$ cat config.mk
export PLATFORM = sky130hd
export DESIGN_NAME = irq_resolver
export DESIGN_NICKNAME = d
export VERILOG_FILES = /design/src/rtl/irq_res_pkg.sv /design/src/rtl/irq_lowbit.sv /design/src/rtl/irq_shortcut_pick.sv /design/src/rtl/irq_bank_pick.sv /design/src/rtl/irq_cfg_xlate.sv /design/src/rtl/irq_resolver.sv
export SDC_FILE = /design/constraint.sdc
export NUM_CORES = 1
export LEC_CHECK = 0
export BUFFER_PORTS_ARGS = -buffer_cell sky130_fd_sc_hd__clkbuf_2
export CAP_MARGIN = 20
export CORE_ASPECT_RATIO = 0.9
export CORE_MARGIN = 3
export CORE_UTILIZATION = 30
export DETAILED_ROUTE_END_ITERATION = 16
export SLEW_MARGIN = 20
export SYNTH_ARGS = -nofsm -noshare
export SYNTH_HDL_FRONTEND = slang
export SYNTH_SLANG_ARGS = --single-unit
export TNS_END_PERCENT = 50
$ cat constraint.sdc
create_clock -name clk_i -period 3.23 [get_ports clk_i]
set_clock_uncertainty 0.1 [all_clocks]
set_input_delay 0.646 -clock clk_i [delete_from_list [all_inputs] [get_ports clk_i]]
set_output_delay 0.646 -clock clk_i [all_outputs]
set_load 0.01 [all_outputs]
$ cat src/rtl/irq_res_pkg.sv
package irq_res_pkg;
  localparam int BASIC_W  = 21;
  localparam int BANK_W   = 32;
  localparam int NUM_W    = 7;
  localparam int IDX_W    = 6;
  localparam int N_DIRECT = 8;
  localparam int B1_BASE  = N_DIRECT;
  localparam int B2_BASE  = B1_BASE + BANK_W;
  localparam int N_TOTAL  = B2_BASE + BANK_W;
  localparam int B1_FLAG  = 8;
  localparam int B2_FLAG  = 9;
  localparam int N_SC1    = 5;
  localparam int N_SC2    = 6;
  localparam int SC1_LSB  = 10;
  localparam int SC2_LSB  = SC1_LSB + N_SC1;
  localparam logic [NUM_W-1:0] NONE = {NUM_W{1'b1}};

  typedef enum logic [1:0] {
    BK_DIRECT = 2'd0,
    BK_LOW    = 2'd1,
    BK_HIGH   = 2'd2,
    BK_RSVD   = 2'd3
  } bank_code_e;

  // shortcut slot -> bank source, in search order
  function automatic int sc1_src(int k);
    case (k)
      0: return 7;
      1: return 9;
      2: return 10;
      3: return 18;
      default: return 19;
    endcase
  endfunction

  function automatic int sc2_src(int k);
    case (k)
      0: return 21;
      1: return 22;
      2: return 23;
      3: return 24;
      4: return 25;
      default: return 30;
    endcase
  endfunction

  function automatic logic [BANK_W-1:0] sc1_mask();
    logic [BANK_W-1:0] m;
    m = '0;
    for (int k = 0; k < N_SC1; k++) m[sc1_src(k)] = 1'b1;
    return m;
  endfunction

  function automatic logic [BANK_W-1:0] sc2_mask();
    logic [BANK_W-1:0] m;
    m = '0;
    for (int k = 0; k < N_SC2; k++) m[sc2_src(k)] = 1'b1;
    return m;
  endfunction
endpackage

$ cat src/rtl/irq_lowbit.sv
module irq_lowbit #(
  parameter int W     = 8,
  parameter int IDX_W = (W > 1) ? $clog2(W) : 1
) (
  input  logic [W-1:0]     vec_i,
  output logic             hit_o,
  output logic [IDX_W-1:0] idx_o
);
  always_comb begin
    hit_o = |vec_i;
    idx_o = '0;
    for (int i = W - 1; i >= 0; i--) begin
      if (vec_i[i]) idx_o = IDX_W'(i);
    end
  end

  always_comb begin
    if (hit_o) assert (vec_i[idx_o]) else $error("lowbit index not set");
  end
endmodule

$ cat src/rtl/irq_shortcut_pick.sv
module irq_shortcut_pick #(
  parameter int N    = 5,
  parameter int BASE = 8,
  parameter bit HIGH = 1'b0
) (
  input  logic [N-1:0]                    sc_i,
  output logic                            hit_o,
  output logic [irq_res_pkg::NUM_W-1:0]   num_o
);
  import irq_res_pkg::*;
  localparam int IW = $clog2(N);

  logic [IW-1:0] slot;
  int            src;

  irq_lowbit #(.W(N), .IDX_W(IW)) u_low (
    .vec_i (sc_i),
    .hit_o (hit_o),
    .idx_o (slot)
  );

  generate
    if (HIGH) begin : g_high
      always_comb src = sc2_src(int'(slot));
    end else begin : g_low
      always_comb src = sc1_src(int'(slot));
    end
  endgenerate

  assign num_o = hit_o ? NUM_W'(BASE + src) : NONE;
endmodule

$ cat src/rtl/irq_bank_pick.sv
module irq_bank_pick #(
  parameter int                               BASE = 8,
  parameter logic [irq_res_pkg::BANK_W-1:0]   MASK = '0
) (
  input  logic                            flag_i,
  input  logic [irq_res_pkg::BANK_W-1:0]  pend_i,
  output logic                            hit_o,
  output logic [irq_res_pkg::NUM_W-1:0]   num_o
);
  import irq_res_pkg::*;
  localparam int IW = $clog2(BANK_W);

  logic [BANK_W-1:0] masked;
  logic              any;
  logic [IW-1:0]     idx;

  assign masked = flag_i ? (pend_i & ~MASK) : '0;

  irq_lowbit #(.W(BANK_W), .IDX_W(IW)) u_low (
    .vec_i (masked),
    .hit_o (any),
    .idx_o (idx)
  );

  assign hit_o = any;
  assign num_o = any ? NUM_W'(BASE + int'(idx)) : NONE;

  always_comb begin
    if (hit_o) assert (!MASK[num_o - NUM_W'(BASE)]) else $error("shortcut bit leaked");
  end
endmodule

$ cat src/rtl/irq_cfg_xlate.sv
module irq_cfg_xlate (
  input  logic [1:0]                      bank_i,
  input  logic [irq_res_pkg::IDX_W-1:0]   index_i,
  output logic [irq_res_pkg::NUM_W-1:0]   num_o,
  output logic                            ok_o
);
  import irq_res_pkg::*;

  logic [NUM_W:0] sum;
  logic [NUM_W:0] lim;

  always_comb begin
    sum = '0;
    lim = '0;
    ok_o = 1'b0;
    unique case (bank_code_e'(bank_i))
      BK_DIRECT: begin sum = (NUM_W+1)'(index_i);           lim = (NUM_W+1)'(B1_BASE - 1); ok_o = 1'b1; end
      BK_LOW:    begin sum = (NUM_W+1)'(index_i) + B1_BASE; lim = (NUM_W+1)'(B2_BASE - 1); ok_o = 1'b1; end
      BK_HIGH:   begin sum = (NUM_W+1)'(index_i) + B2_BASE; lim = (NUM_W+1)'(N_TOTAL - 1); ok_o = 1'b1; end
      default:   ok_o = 1'b0;
    endcase
    if (sum > lim) ok_o = 1'b0;
    num_o = ok_o ? sum[NUM_W-1:0] : NONE;
  end

  // an accepted number never leaves the global range
  always_comb begin
    if (ok_o) assert (int'(num_o) < N_TOTAL) else $error("p_xlate_range_r11");
  end
endmodule

$ cat src/rtl/irq_resolver.sv
module irq_resolver
  import irq_res_pkg::*;
(
  input  logic                 clk_i,
  input  logic                 rst_ni,
  input  logic [BASIC_W-1:0]   basic_pend_i,
  input  logic [BANK_W-1:0]    bank1_pend_i,
  input  logic [BANK_W-1:0]    bank2_pend_i,
  output logic [NUM_W-1:0]     num_o,
  output logic                 valid_o,
  input  logic [1:0]           cfg_bank_i,
  input  logic [IDX_W-1:0]     cfg_index_i,
  output logic [NUM_W-1:0]     cfg_num_o,
  output logic                 cfg_ok_o
);
  localparam logic [BANK_W-1:0] M1 = sc1_mask();
  localparam logic [BANK_W-1:0] M2 = sc2_mask();
  localparam int DIW = $clog2(N_DIRECT);

  logic             dir_hit, sc1_hit, sc2_hit, bk1_hit, bk2_hit;
  logic [DIW-1:0]   dir_idx;
  logic [NUM_W-1:0] sc1_num, sc2_num, bk1_num, bk2_num;
  logic [NUM_W-1:0] nxt_num;
  logic             nxt_valid;

  irq_lowbit #(.W(N_DIRECT), .IDX_W(DIW)) u_direct (
    .vec_i (basic_pend_i[N_DIRECT-1:0]),
    .hit_o (dir_hit),
    .idx_o (dir_idx)
  );

  irq_shortcut_pick #(.N(N_SC1), .BASE(B1_BASE), .HIGH(1'b0)) u_sc1 (
    .sc_i  (basic_pend_i[SC1_LSB +: N_SC1]),
    .hit_o (sc1_hit),
    .num_o (sc1_num)
  );

  irq_shortcut_pick #(.N(N_SC2), .BASE(B2_BASE), .HIGH(1'b1)) u_sc2 (
    .sc_i  (basic_pend_i[SC2_LSB +: N_SC2]),
    .hit_o (sc2_hit),
    .num_o (sc2_num)
  );

  irq_bank_pick #(.BASE(B1_BASE), .MASK(M1)) u_bk1 (
    .flag_i (basic_pend_i[B1_FLAG]),
    .pend_i (bank1_pend_i),
    .hit_o  (bk1_hit),
    .num_o  (bk1_num)
  );

  irq_bank_pick #(.BASE(B2_BASE), .MASK(M2)) u_bk2 (
    .flag_i (basic_pend_i[B2_FLAG]),
    .pend_i (bank2_pend_i),
    .hit_o  (bk2_hit),
    .num_o  (bk2_num)
  );

  // fixed search order: direct, low shortcuts, high shortcuts, low bank, high bank
  always_comb begin
    nxt_valid = 1'b1;
    if (dir_hit)      nxt_num = NUM_W'(dir_idx);
    else if (sc1_hit) nxt_num = sc1_num;
    else if (sc2_hit) nxt_num = sc2_num;
    else if (bk1_hit) nxt_num = bk1_num;
    else if (bk2_hit) nxt_num = bk2_num;
    else begin
      nxt_valid = 1'b0;
      nxt_num   = NONE;
    end
  end

  always_ff @(posedge clk_i or negedge rst_ni) begin
    if (!rst_ni) begin
      num_o   <= NONE;
      valid_o <= 1'b0;
    end else begin
      num_o   <= nxt_num;
      valid_o <= nxt_valid;
    end
  end

  irq_cfg_xlate u_xlate (
    .bank_i  (cfg_bank_i),
    .index_i (cfg_index_i),
    .num_o   (cfg_num_o),
    .ok_o    (cfg_ok_o)
  );

  logic no_early, m1_any, m2_any;
  assign no_early = (basic_pend_i[7:0] == '0) && (basic_pend_i[20:10] == '0);
  assign m1_any   = basic_pend_i[B1_FLAG] && ((bank1_pend_i & ~M1) != '0);
  assign m2_any   = basic_pend_i[B2_FLAG] && ((bank2_pend_i & ~M2) != '0);

  p_none_code_r9: assert property (@(posedge clk_i) disable iff (!rst_ni)
    !valid_o |-> num_o == NONE);
  p_zero_basic_r1: assert property (@(posedge clk_i) disable iff (!rst_ni)
    basic_pend_i == '0 |=> !valid_o);
  p_direct_win_r2: assert property (@(posedge clk_i) disable iff (!rst_ni)
    basic_pend_i[7:0] != '0 |=> valid_o && num_o < 7'd8);
  p_sc1_r3: assert property (@(posedge clk_i) disable iff (!rst_ni)
    (basic_pend_i[7:0] == '0 && basic_pend_i[14:10] != '0) |=>
      valid_o && (num_o == 7'd15 || num_o == 7'd17 || num_o == 7'd18 ||
                  num_o == 7'd26 || num_o == 7'd27));
  p_sc2_r4: assert property (@(posedge clk_i) disable iff (!rst_ni)
    (basic_pend_i[14:0] == 15'h0 && basic_pend_i[20:15] != '0) |=>
      valid_o && num_o >= 7'd61 && (num_o <= 7'd65 || num_o == 7'd70));
  p_bank1_r5: assert property (@(posedge clk_i) disable iff (!rst_ni)
    (no_early && m1_any) |=> valid_o && num_o >= 7'd8 && num_o <= 7'd39);
  p_bank2_r6: assert property (@(posedge clk_i) disable iff (!rst_ni)
    (no_early && !m1_any && m2_any) |=> valid_o && num_o >= 7'd40 && num_o <= 7'd71);
  p_empty_r7: assert property (@(posedge clk_i) disable iff (!rst_ni)
    (no_early && !m1_any && !m2_any) |=> !valid_o);
  p_hold_r8: assert property (@(posedge clk_i) disable iff (!rst_ni)
    $stable(basic_pend_i) && $stable(bank1_pend_i) && $stable(bank2_pend_i) |=>
      $stable(num_o) && $stable(valid_o));
endmodule

; ---- Word-level counts from Yosys, hierarchy flattened
; Index checks and enable logic that the tools add are counted.
; W data, S select, Z words.
[totals]
out_inout_bits = 16
ff_bits = 8
input_bits = 95
word_cells = 129
[op_classes]
n_eq_ne = 9
add_sub_neg = 6
magnitude_cmp = 1
muxes = 102
reduce_logical = 9
[ops]
columns = cell, count
row1 = $mux W5, 64
row2 = $mux W32, 2
row3 = $reduce_or A32 Y1, 2
row4 = $mux W3, 19
row5 = $mux W7, 6
row6 = $pmux W8 S3, 1
row7 = $pmux W7 S3, 1
row8 = $pmux W4 S5, 1
row9 = $pmux W5 S4, 1
row10 = $add A6 B5 Y7 const A, 2
row11 = $add A4 B5 Y6 const A, 2
row12 = $eq A3 B2 Y1 const B, 4
row13 = $gt A8 B7 Y1, 1
row14 = $reduce_or A8 Y1, 1
row15 = $add A6 B4 Y7 const B, 1
row16 = $add A6 B6 Y7 const B, 1
row17 = $mux W1, 7
row18 = $eq A3 B1 Y1 const B, 2
row19 = $logic_not A3 Y1, 2
row20 = $reduce_or A6 Y1, 1
row21 = $reduce_or A5 Y1, 1
row22 = $eq A3 B3 Y1 const B, 1
row23 = $reduce_or A3 Y1, 1
row24 = $eq A2 B1 Y1 const B, 1
row25 = other kinds (2), 2

; ---- Longest topological paths before layout
; Gate-level depths: netlist of the first run.
[logic_depth]
word_depth = 39
mapped_depth = 12
mapped_depth_nobuf = 12

; ---- Modules after synthesis
; From an unflattened synthesis of the first run, not the netlist that was laid out.
[hier_totals]
cells_unflattened = 350
area_unflattened_um2 = 2493.6
[modules_own_cells]
columns = mod, instances, seq_area_each_um2, cells_each, area_per_inst_um2
row1 = irq_lowbit at u_bk1.u_low ..., 2, 0.0, 65, 385.4
row2 = irq_resolver, 1, 209.0, 46, 480.5
row3 = irq_cfg_xlate, 1, 0.0, 45, 371.6
row4 = irq_bank_pick at u_bk1, 1, 0.0, 38, 272.8
row5 = irq_bank_pick at u_bk2, 1, 0.0, 37, 265.3
row6 = irq_shortcut_pick at u_sc1, 1, 0.0, 12, 82.6
row7 = irq_lowbit at u_direct, 1, 0.0, 13, 81.3
row8 = irq_shortcut_pick at u_sc2, 1, 0.0, 11, 67.6
row9 = irq_lowbit at u_sc2.u_low, 1, 0.0, 10, 52.6
row10 = irq_lowbit at u_sc1.u_low, 1, 0.0, 8, 48.8

; ---- Least setup slack after synthesis of the first run
; OpenSTA, ideal clock, no wires.
[synth_timing]
kind = in2out
startpoint = input port cfg_bank_i[0]
endpoint = output port cfg_num_o[0]
arrival_time_ns = 2.794
t_required_ns = 2.484
cell_stages = 12
n_path_buf = 0
setup_slack_ns = -0.310
path_cell_list = inv_1 -> ha_1 -> ha_1 -> xor2_1 -> a22oi_1 -> nor2_1 -> ha_1 -> inv_1 -> o31ai_1 -> a21o_1 -> a21oi_1 -> nand2_1
[synth_between]
elab_chain_cells = 5
elab_cells_between_ends = 10
cone_classes = 1 x order compare / 2 x eq/ne / 5 x mux / 2 x reduce/logical
[synth_lines]
columns = element, line_no
row1 = from (decl), irq_resolver.sv:11  ; input logic [1:0] cfg_bank_i,
row2 = $eq A2 B2 Y1 (tied with other cells), irq_cfg_xlate.sv:16  ; unique case (bank_code_e'(bank_i))
row3 = $pmux W8 S3 (tied with other cells), irq_cfg_xlate.sv:16
row4 = $gt A8 B7 Y1 or $mux W1 (tied branches), "irq_cfg_xlate.sv:22, irq_cfg_xlate.sv:16"
row5 = $mux W1 (*), irq_cfg_xlate.sv:22  ; if (sum > lim) ok_o = 1'b0;
row6 = net cfg_ok_o, irq_resolver.sv:14  ; output logic cfg_ok_o
row7 = $mux W7 (*), irq_cfg_xlate.sv:23  ; num_o = ok_o ? sum[NUM_W-1:0] : NONE;
row8 = to (decl), irq_resolver.sv:13  ; output logic [NUM_W-1:0] cfg_num_o,
; Mark *: on every way through the listed nets, which the timed path passes. The rest lies on a longest branch.

; ---- Worst setup path in the final report of the first run
[layout_timing]
startpoint = input port cfg_bank_i[0]
endpoint = output port cfg_num_o[5]
[layout_between]
elab_chain_cells = 5
elab_cells_between_ends = 10
cone_classes = 1 x order compare / 2 x eq/ne / 5 x mux / 2 x reduce/logical
[layout_lines]
columns = element, line_no
row1 = $eq A2 B2 Y1 (tied with other cells), irq_cfg_xlate.sv:16
row2 = $pmux W8 S3 (tied with other cells), irq_cfg_xlate.sv:16
row3 = $gt A8 B7 Y1 or $mux W1 (tied branches), "irq_cfg_xlate.sv:22, irq_cfg_xlate.sv:16"
row4 = $mux W1, irq_cfg_xlate.sv:22
row5 = $mux W7 (*), irq_cfg_xlate.sv:23
; Mark *: on every way between the ends. The rest lies on a longest branch, timed or not.

==> results.json, run 1 <==
{
  "avgSynthCellArea_um2": 6.94,
  "final-setup-viol-count": 8,
  "synth_cells": 234,
  "drive_above_1_share_pct": 41.1,
  "wirelength_um": 5160,
  "critPathArrivalTime_ns": 2.62,
  "synth.cell_area_um2": 1620,
  "pin_count": 111,
  "p_int_w": 0.000344,
  "yosys.cell_types.count": 57,
  "grt_max_degree": 15,
  "rsz0062_at_grt": "yes",
  "crit_path_cell_trace": "buf_6, inv_4, ha_4, ha_4, xor2_2, a22oi_2, nor2_1, ha_1, inv_1, o31ai_1, a21o_1, a21oi_4, buf_12, nand2_2, buf_6",
  "slew_headroom_pct": 63.3,
  "yosysWarnings": 0,
  "diodes": 0,
  "drt-pass1-iter-count": 4,
  "drcViolationCount": 0,
  "fin_crit_ns": 3.37,
  "regArea_um2": 209,
  "utilization_pct": 49.1,
  "synth_top_cell_area_share_pct": 11.3,
  "leakage_nw": 1.13,
  "violations": "setup timing",
  "worst_pin_slew_ns": 0.543,
  "combPwrFrac_pct": 57.7,
  "fin_crit_sh_pct": 104,
  "grt_pass1_wl_um": 8320,
  "final_common_cell": "clkbuf_2",
  "areaGrowthSynthToFinish_pct": 52.5,
  "die_area_um2": 6330,
  "fmax_mhz": 297,
  "synth-edff-count": 0,
  "wl_per_cell_um": 12.5,
  "path_max_fanout": 8,
  "cp_num_buf_inv": 5,
  "cts_tree": "done",
  "setup_ws_ns": -0.138,
  "synth_nets": 339,
  "die_h_um": 75.8,
  "cts.clk_slew.worst_paths_ns": 0.04,
  "synth_area_leaders": "dfstp_2, ha_1, o21ai_0, nor2_1, inv_1",
  "cp-end-kind": "output pin",
  "power_density_nw_per_um2": 218,
  "seqPwrFrac_pct": 19.5,
  "power_frac_clock_pct": 22.8,
  "drtIter0Drc": 95,
  "nets": 454,
  "synth-main-ff-cell": "dfstp_2",
  "cts_sinks": 8,
  "status": "finished with violations",
  "grt_usage_pct": 15.3,
  "hpwl_um": 4440,
  "synth_top_cell_by_area": "dfstp_2",
  "drv_cap": 0,
  "p_sw_share_pct": 36.1,
  "worstPathRequired_ns": 2.48,
  "path_class": "input pin to output pin",
  "whs_ns": 0.150,
  "placed_area_um2": 2350,
  "fillers": 518,
  "ctsHtreeMaxLevel": 1,
  "worstSetupStartpointType": "input pin",
  "fin_tns_setup_ns": -0.991,
  "cts_made_buffers": 3,
  "mostFrequentLayoutCells": "clkbuf_2, nor2_1, inv_1, o21ai_0, a21oi_1",
  "grt_overflow": 0,
  "cts_root_buf": "clkbuf_8",
  "grt_pass1_vias": 1992,
  "multiInputGateArea_um2": 1390,
  "async_reset_ff_share_pct": 100,
  "final_area_um2": 2480,
  "hold_viol": 0,
  "die_w_um": 83.6,
  "synth.ff_latch_count": 8,
  "antenna_left": 0,
  "routabilityCongestion": 0.802,
  "cp_top_family": "adder cells",
  "ir_drop_mv": 0.152,
  "coreArea_um2": 5040,
  "drt-vias-per-instance": 5.37,
  "cts_buffer_depth": 2,
  "ys_seq_area_share_pct": 12.9,
  "switchingPower_w": 0.000195,
  "route.vias.total": 2219,
  "rows": 24,
  "initial_core_util_pct": 32.2,
  "slew_violations": 0,
  "cp_slowest_cell": "ha_1",
  "antenna_found_initial": 0,
  "cpPeakStageDelay_ns": 0.29,
  "numPortBuffers": 99,
  "hold_class": "input pin to asynchronous set/reset pin",
  "cts-hold-fix-buffers": 0
}
[metal layers]
layer / vias to the layer above / part of all wire [%] / GRT usage [%]
li1: 1153 / - / -
met1: 1000 / 46 / 20.2
met2: 64 / 48 / 27.2
met3: 2 / 6.4 / 2.16
met4: 0 / 0.17 / 3.04
met5: - / 0 / 0
[path summary, 6_finish.rpt]
path	start	to	slack, ns	cells past startpoint
setup / recovery	cfg_bank_i[0]	cfg_num_o[5]	-0.14	15
hold / removal	rst_ni	valid_o	0.15	1
max in group asynchronous	rst_ni	num_o[6]	2.64	1
min in group clk_i	basic_pend_i[10]	num_o[4]	0.54	2
[state kept, by name (all words and copies together) (netlist names)]
register  count
num_o         7
valid_o       1
[per-stage QoR]
stage / instances / power [W] / setup slack, ns
3_3_place_gp: 408 / 0.000385 / -0.234
2_1_floorplan: 234 / 0.000240 / 0.0246
6_report: 413 / 0.000539 / -0.138
3_5_place_dp: 408 / 0.000387 / -0.285
5_1_grt: 413 / 0.000585 / -0.287
4_1_cts: 412 / 0.000512 / -0.254
[cells in the mapped netlist (2+ instances only)]
master     count
o41a_1         3
o21bai_1       3
o211ai_1       2
nand2_1       19
a22o_1         2
a22oi_1        2
ha_1          10
clkbuf_1       2
dfstp_2        7
a211oi_1       4
o22ai_1        2
inv_1         22
a31oi_1        4
nand4_1        3
nor3b_1        2
a221oi_1       3
o221ai_1       3
or3_1          3
a2111oi_0      3
o311a_1        2
a21oi_1       16
nor2_1        24
nor3_1        12
o21ai_0       22
o41ai_1        7
nor4_1         7
a21boi_0       2
nand2b_1       5
o31ai_1        4
or4_1          4
o21a_1         2
nor2b_1        2
and3_1         2
[repair_timing]
action / in CTS / in global routing
pin swaps: 6 / 10
cloned: 0 / 0
setup endpoints to repair: 8 / 8
resized for setup: 0 / 21
setup buffers: 1 / 2
[layout make-up]
class	instances	area share, %
Inverter	22	3.44
Multi-Input combinational cell	201	56.0
Tap cell	65	3.28
Sequential cell	8	8.44
Timing Repair Buffer	113	27.0
Clock buffer	4	1.82
[power groups by stage]
stage                     Clock, W  Combinational [W]  Sequential [W]
after floorplan                  0           0.000133        0.000107
after global placement           0           0.000279        0.000106
after detailed placement         0           0.000281        0.000106
after CTS                 0.000125           0.000283        0.000105
after global routing      0.000133           0.000346        0.000105
final                     0.000123           0.000311        0.000105
[cells by family (layout without fill, tap and decap cells)]
group / Yosys count / after routing / share of synthesized area (%)
adder cells (fa/ha/maj): 10 / 10 / 7.70
multiplexers: 1 / 1 / 0.616
AO/OA/AOI/OAI: 97 / 97 / 43.0
AND/OR/NAND/NOR: 92 / 92 / 29.4
XOR/XNOR: 1 / 1 / 0.539
buffers and inverters: 25 / 139 / 5.86
flip-flops: 8 / 8 / 12.9
Note: power is estimated with default switching activity, not from simulation.
==> run 2: changes to the inputs <==
Settings changed: BUFFER_PORTS_ARGS -buffer_cell sky130_fd_sc_hd__clkbuf_2 to unset, CORE_ASPECT_RATIO 0.9 to 0.8, DONT_BUFFER_PORTS set to 1, SLEW_MARGIN 20 to unset.
==> run 2 against run 1 <==
  * The flow now finishes without violations
  * Hold slack improved by 0.0045 ns
  * Core utilization fell by 11 points
  * Combinational power shrank 36%
  * Routed wire length shrank 0.56%
  * Die area is essentially flat
  * Maximum frequency grew 5.2%
  * Flip-flop and latch count unchanged
  * Global-route usage rose by 0.17 points
  * Design area fell by 21%
  * Critical path type unchanged
  * Highest routed layer unchanged
==> results.json, run 2 (synthesis results as in run 1) <==
{
  "status": "completed",
  "leakage_nw": 0.716,
  "mostFrequentLayoutCells": "nor2_1, inv_1, o21ai_0, a21oi_1",
  "path_max_fanout": 4,
  "pin_count": 111,
  "reg_top3": "num_o x7, valid_o x1",
  "worst_pin_slew_ns": 0.588,
  "drive_above_1_share_pct": 18.1,
  "final_area_um2": 1950,
  "fin_cells": 311,
  "setup_ws_ns": 0.0273,
  "fmax_mhz": 312,
  "worstPathRequired_ns": 2.48,
  "largest-register": "num_o",
  "whs_ns": 0.155,
  "hold_viol": 0,
  "wirelength_um": 5140,
  "final-setup-viol-count": 0,
  "drtIter0Drc": 139,
  "cts_made_buffers": 3,
  "rows": 23,
  "final_common_cell": "nor2_1",
  "hold_class": "input pin to asynchronous set/reset pin",
  "grt_usage_pct": 15.5,
  "drcViolationCount": 0,
  "nets": 355,
  "cp_top_family": "adder cells",
  "largest_reg_flops": 7,
  "hpwl_um": 4180,
  "cts_buffer_depth": 2,
  "p_int_w": 0.000286,
  "power_density_nw_per_um2": 223,
  "route.vias.total": 1935,
  "antenna_found_initial": 0,
  "die_w_um": 88.3,
  "path_class": "input pin to output pin",
  "drt-vias-per-instance": 6.22,
  "switchingPower_w": 0.000149,
  "crit_path_cell_trace": "inv_8, ha_4, ha_4, xor2_2, a22oi_2, nor2_1, ha_1, inv_1, o31ai_1, a21o_1, a21oi_4, buf_6, nand2_4",
  "wl_per_cell_um": 16.5,
  "die_area_um2": 6340,
  "power_frac_clock_pct": 29.6,
  "combPwrFrac_pct": 45.9,
  "cts_tree": "done",
  "cts.clk_slew.worst_paths_ns": 0.04,
  "initial_core_util_pct": 31.7,
  "diodes": 0,
  "cp-end-kind": "output pin",
  "slew_headroom_pct": 60.3,
  "fin_crit_sh_pct": 99.2,
  "cts_sinks": 8,
  "place_inst": 304,
  "grt_overflow": 0,
  "ctsHtreeMaxLevel": 1,
  "cts_root_buf": "clkbuf_8",
  "placed_area_um2": 1830,
  "critPathArrivalTime_ns": 2.46,
  "routabilityCongestion": 0.839,
  "slew_violations": 0,
  "fin_crit_ns": 3.20,
  "cpPeakStageDelay_ns": 0.31,
  "cp_num_buf_inv": 3,
  "die_h_um": 71.8,
  "drv_cap": 0,
  "numPortBuffers": 0,
  "areaGrowthSynthToFinish_pct": 20.1,
  "antenna_left": 0,
  "grt_max_degree": 15,
  "grt_pass1_vias": 1853,
  "cp_common_cell": "ha_4",
  "grt_pass1_wl_um": 8070,
  "cp_slowest_cell": "ha_1",
  "p_sw_share_pct": 34.2,
  "rsz0062_at_grt": "yes",
  "seqPwrFrac_pct": 24.4,
  "coreArea_um2": 5120,
  "drt-pass1-iter-count": 4,
  "ir_drop_mv": 0.137,
  "place_ws_ns": -0.0997,
  "worstSetupStartpointType": "input pin"
}
[run 2: changes by cell type in the layout (fill, tap and decap cells not counted), moves of 2 or more]
cell and change:
nand2_2 -4, nand2_4 +4, o21ai_2 +2, o21ai_1 -2, clkbuf_2 -90, buf_4 -2, buf_6 -7
[run 2: final timing paths]
kind,end,start,cells past startpoint
worst min-delay path,num_o[2],rst_ni,0
worst max-delay path,cfg_num_o[5],cfg_bank_i[0],13
min in group clk_i,num_o[4],basic_pend_i[10],1
max in group asynchronous,valid_o,rst_ni,1
[run 2: area by class of cell]
cell class,instances,area [um2]
fillers,546,3170
multi-input cells,201,1410
flip-flops and latches,8,209
repair buffers,14,115
inverters,22,90.1
well taps,62,77.6
clock buffers,4,45.0
[run 2: per-layer routing]
layer  GRT usage, %  up-vias  wire, um
met5              0        -         0
met4           4.03        0        72
met3           3.45        6       551
met2           23.7      110      2260
met1           21.8      873      2250
li1               -      946         -
[run 2: per-stage QoR]
step / power, W / setup TNS (ns) / util (%)
5_1_grt: 0.000466 / -0.663 / 38.1
4_1_cts: 0.000419 / -0.00228 / 36.8
2_1_floorplan: 0.000240 / 0 / -
3_5_place_dp: 0.000283 / -0.666 / 35.6
3_3_place_gp: 0.000282 / -0.169 / 35.6
6_report: 0.000436 / 0 / 38.1
[run 2: power by group through the flow]
stage / Sequential, W / Clock [W] / Combinational (W)
after floorplan: 0.000107 / 0 / 0.000133
after global placement: 0.000108 / 0 / 0.000174
after detailed placement: 0.000108 / 0 / 0.000175
after CTS: 0.000106 / 0.000132 / 0.000180
after global routing: 0.000107 / 0.000135 / 0.000224
final: 0.000106 / 0.000129 / 0.000200
[run 2: repair_timing]
action | CTS | global route
buffers inserted | 1 | 1
gates resized for setup | 1 | 12
endpoints found under the hold margin | 0 | 1
pin swaps | 4 | 11
setup endpoints to repair | 8 | 8
hold buffers | 0 | 1
==> run 3: changes to the inputs <==
Settings changed: CTS_BUF_LIST set to sky130_fd_sc_hd__clkbuf_4, SKIP_CTS_REPAIR_TIMING set to 1.
Clock period 3.23 ns to 2.7 ns, I/O delays scaled along.
==> run 3 against run 2 <==
  * The run now ends with setup timing left
  * Critical path depth did not move
  * Combinational power rose by 14%
  * Largest cell class unchanged
  * Global-route usage fell by 0.42 points
  * Total power rose by 5.3%
  * Hold slack got worse by 0.12 ns
  * Final cell count rose by 1.6%
  * Core utilization barely moved
  * Count of clock-buffer cells in the layout did not move
==> results.json, run 3 (synthesis results as in run 1) <==
{
  "p_int_w": 0.000304,
  "hold_viol": 0,
  "ctsHtreeMaxLevel": 1,
  "path_class": "input pin to output pin",
  "diodes": 0,
  "ir_drop_mv": 0.141,
  "setup_ws_ns": -0.232,
  "leakage_nw": 0.727,
  "slew_headroom_pct": 64.4,
  "nets": 360,
  "rows": 23,
  "fillers": 550,
  "grt_usage_pct": 15.0,
  "final-setup-viol-count": 8,
  "rsz0062_at_grt": "yes",
  "regArea_um2": 209,
  "drt-pass1-iter-count": 4,
  "die_area_um2": 6340,
  "hold_class": "input pin to asynchronous set/reset pin",
  "hpwl_um": 4310,
  "drcViolationCount": 0,
  "placed_area_um2": 1880,
  "grt_pass1_wl_um": 7980,
  "largest-register": "num_o",
  "cp-end-kind": "output pin",
  "violations": "setup timing",
  "fin_cells": 316,
  "cts_sinks": 8,
  "pin_count": 111,
  "place_inst": 310,
  "areaGrowthSynthToFinish_pct": 20.0,
  "power_density_nw_per_um2": 235,
  "grt_max_degree": 15,
  "final_area_um2": 1950,
  "status": "finished with violations",
  "drive_above_1_share_pct": 19.3,
  "utilization_pct": 38.0,
  "path_max_fanout": 4,
  "combPwrFrac_pct": 49.9,
  "largest_reg_flops": 7,
  "multiInputGateArea_um2": 1390,
  "slew_violations": 0,
  "worst_pin_slew_ns": 0.521,
  "p_sw_share_pct": 33.8,
  "worstPathRequired_ns": 2.06,
  "drt-vias-per-instance": 5.87,
  "die_w_um": 88.3,
  "final_common_cell": "nor2_1",
  "grt_pass1_vias": 1800,
  "drv_cap": 0,
  "cts_root_buf": "clkbuf_4",
  "cts_made_buffers": 3,
  "power_frac_clock_pct": 22.4,
  "fmax_mhz": 341,
  "reg_top3": "num_o x7, valid_o x1",
  "switchingPower_w": 0.000155,
  "wirelength_um": 4890,
  "coreArea_um2": 5120,
  "fin_crit_sh_pct": 109,
  "seqPwrFrac_pct": 27.6,
  "die_h_um": 71.8,
  "cts_tree": "done",
  "drtIter0Drc": 65,
  "cts.clk_slew.worst_paths_ns": 0.05,
  "worstSetupStartpointType": "input pin",
  "routabilityCongestion": 0.793,
  "fin_crit_ns": 2.93,
  "grt_overflow": 0,
  "initial_core_util_pct": 31.7,
  "critPathArrivalTime_ns": 2.29,
  "cts_buffer_depth": 2,
  "antenna_left": 0,
  "mostFrequentLayoutCells": "nor2_1, inv_1, o21ai_0, buf_4, a21oi_1",
  "route.vias.total": 1855,
  "wl_per_cell_um": 15.5,
  "numPortBuffers": 0,
  "antenna_found_initial": 0
}
## run 3: cell count changes in the layout (fill, tap and decap cells not counted), moves of 3 or more
cell and change:
nand2_4 -3, clkbuf_4 +4, buf_4 +6, nand2_2 +3
clkbuf_8 -3
## run 3: per-stage QoR
stage | setup TNS [ns] | worst slack [ns] | hold WS [ns] | power (W)
2_1_floorplan | -1.88 | -0.254 | 0.144 | 0.000288
3_3_place_gp | -2.11 | -0.289 | 0.145 | 0.000344
3_5_place_dp | -2.48 | -0.332 | 0.145 | 0.000347
4_1_cts | -2.57 | -0.344 | -0.129 | 0.000455
5_1_grt | -2.60 | -0.343 | 0.00655 | 0.000501
6_report | -1.76 | -0.232 | 0.0306 | 0.000459
## run 3: worst max-delay path, stage by stage
cell	delay [ns]
inv_12	0.01
ha_4	0.15
ha_4	0.23
xor2_1	0.14
a22oi_2	0.14
nor2_1	0.07
ha_1	0.29
nand4_1	0.07
nor2_1	0.09
o21ai_1	0.10
a21oi_4	0.22
buf_4	0.15
nand2_2	0.06
## run 3: final timing paths
kind                                   from            to  slack [ns]
max in group asynchronous            rst_ni       valid_o        2.00
max                           cfg_bank_i[0]  cfg_num_o[6]       -0.23
min in group clk_i         basic_pend_i[10]      num_o[4]        0.24
min                                  rst_ni      num_o[6]        0.03
## run 3: layout make-up
type                            instances  share of cell area [%]
Clock buffer                            4                    1.54
Inverter                               22                    4.88
Multi-Input combinational cell        201                    71.2
Sequential cell                         8                    10.7
Tap cell                               62                    3.98
Timing Repair Buffer                   19                    7.64
## run 3: power groups by stage
stage / registers, W / clock network, W / logic [W]
floorplan: 0.000128 / 0 / 0.000160
global placement: 0.000128 / 0 / 0.000215
detailed placement: 0.000128 / 0 / 0.000218
CTS: 0.000127 / 0.000108 / 0.000219
global route: 0.000127 / 0.000116 / 0.000258
finish: 0.000127 / 0.000103 / 0.000229
## run 3: per-layer routing
metal	wire length, um	up-vias	track usage, %
met4	0	0	2.01
met2	2140	53	23.2
li1	-	968	-
met5	0	-	0
met1	2270	834	20.9
met3	482	0	4.83
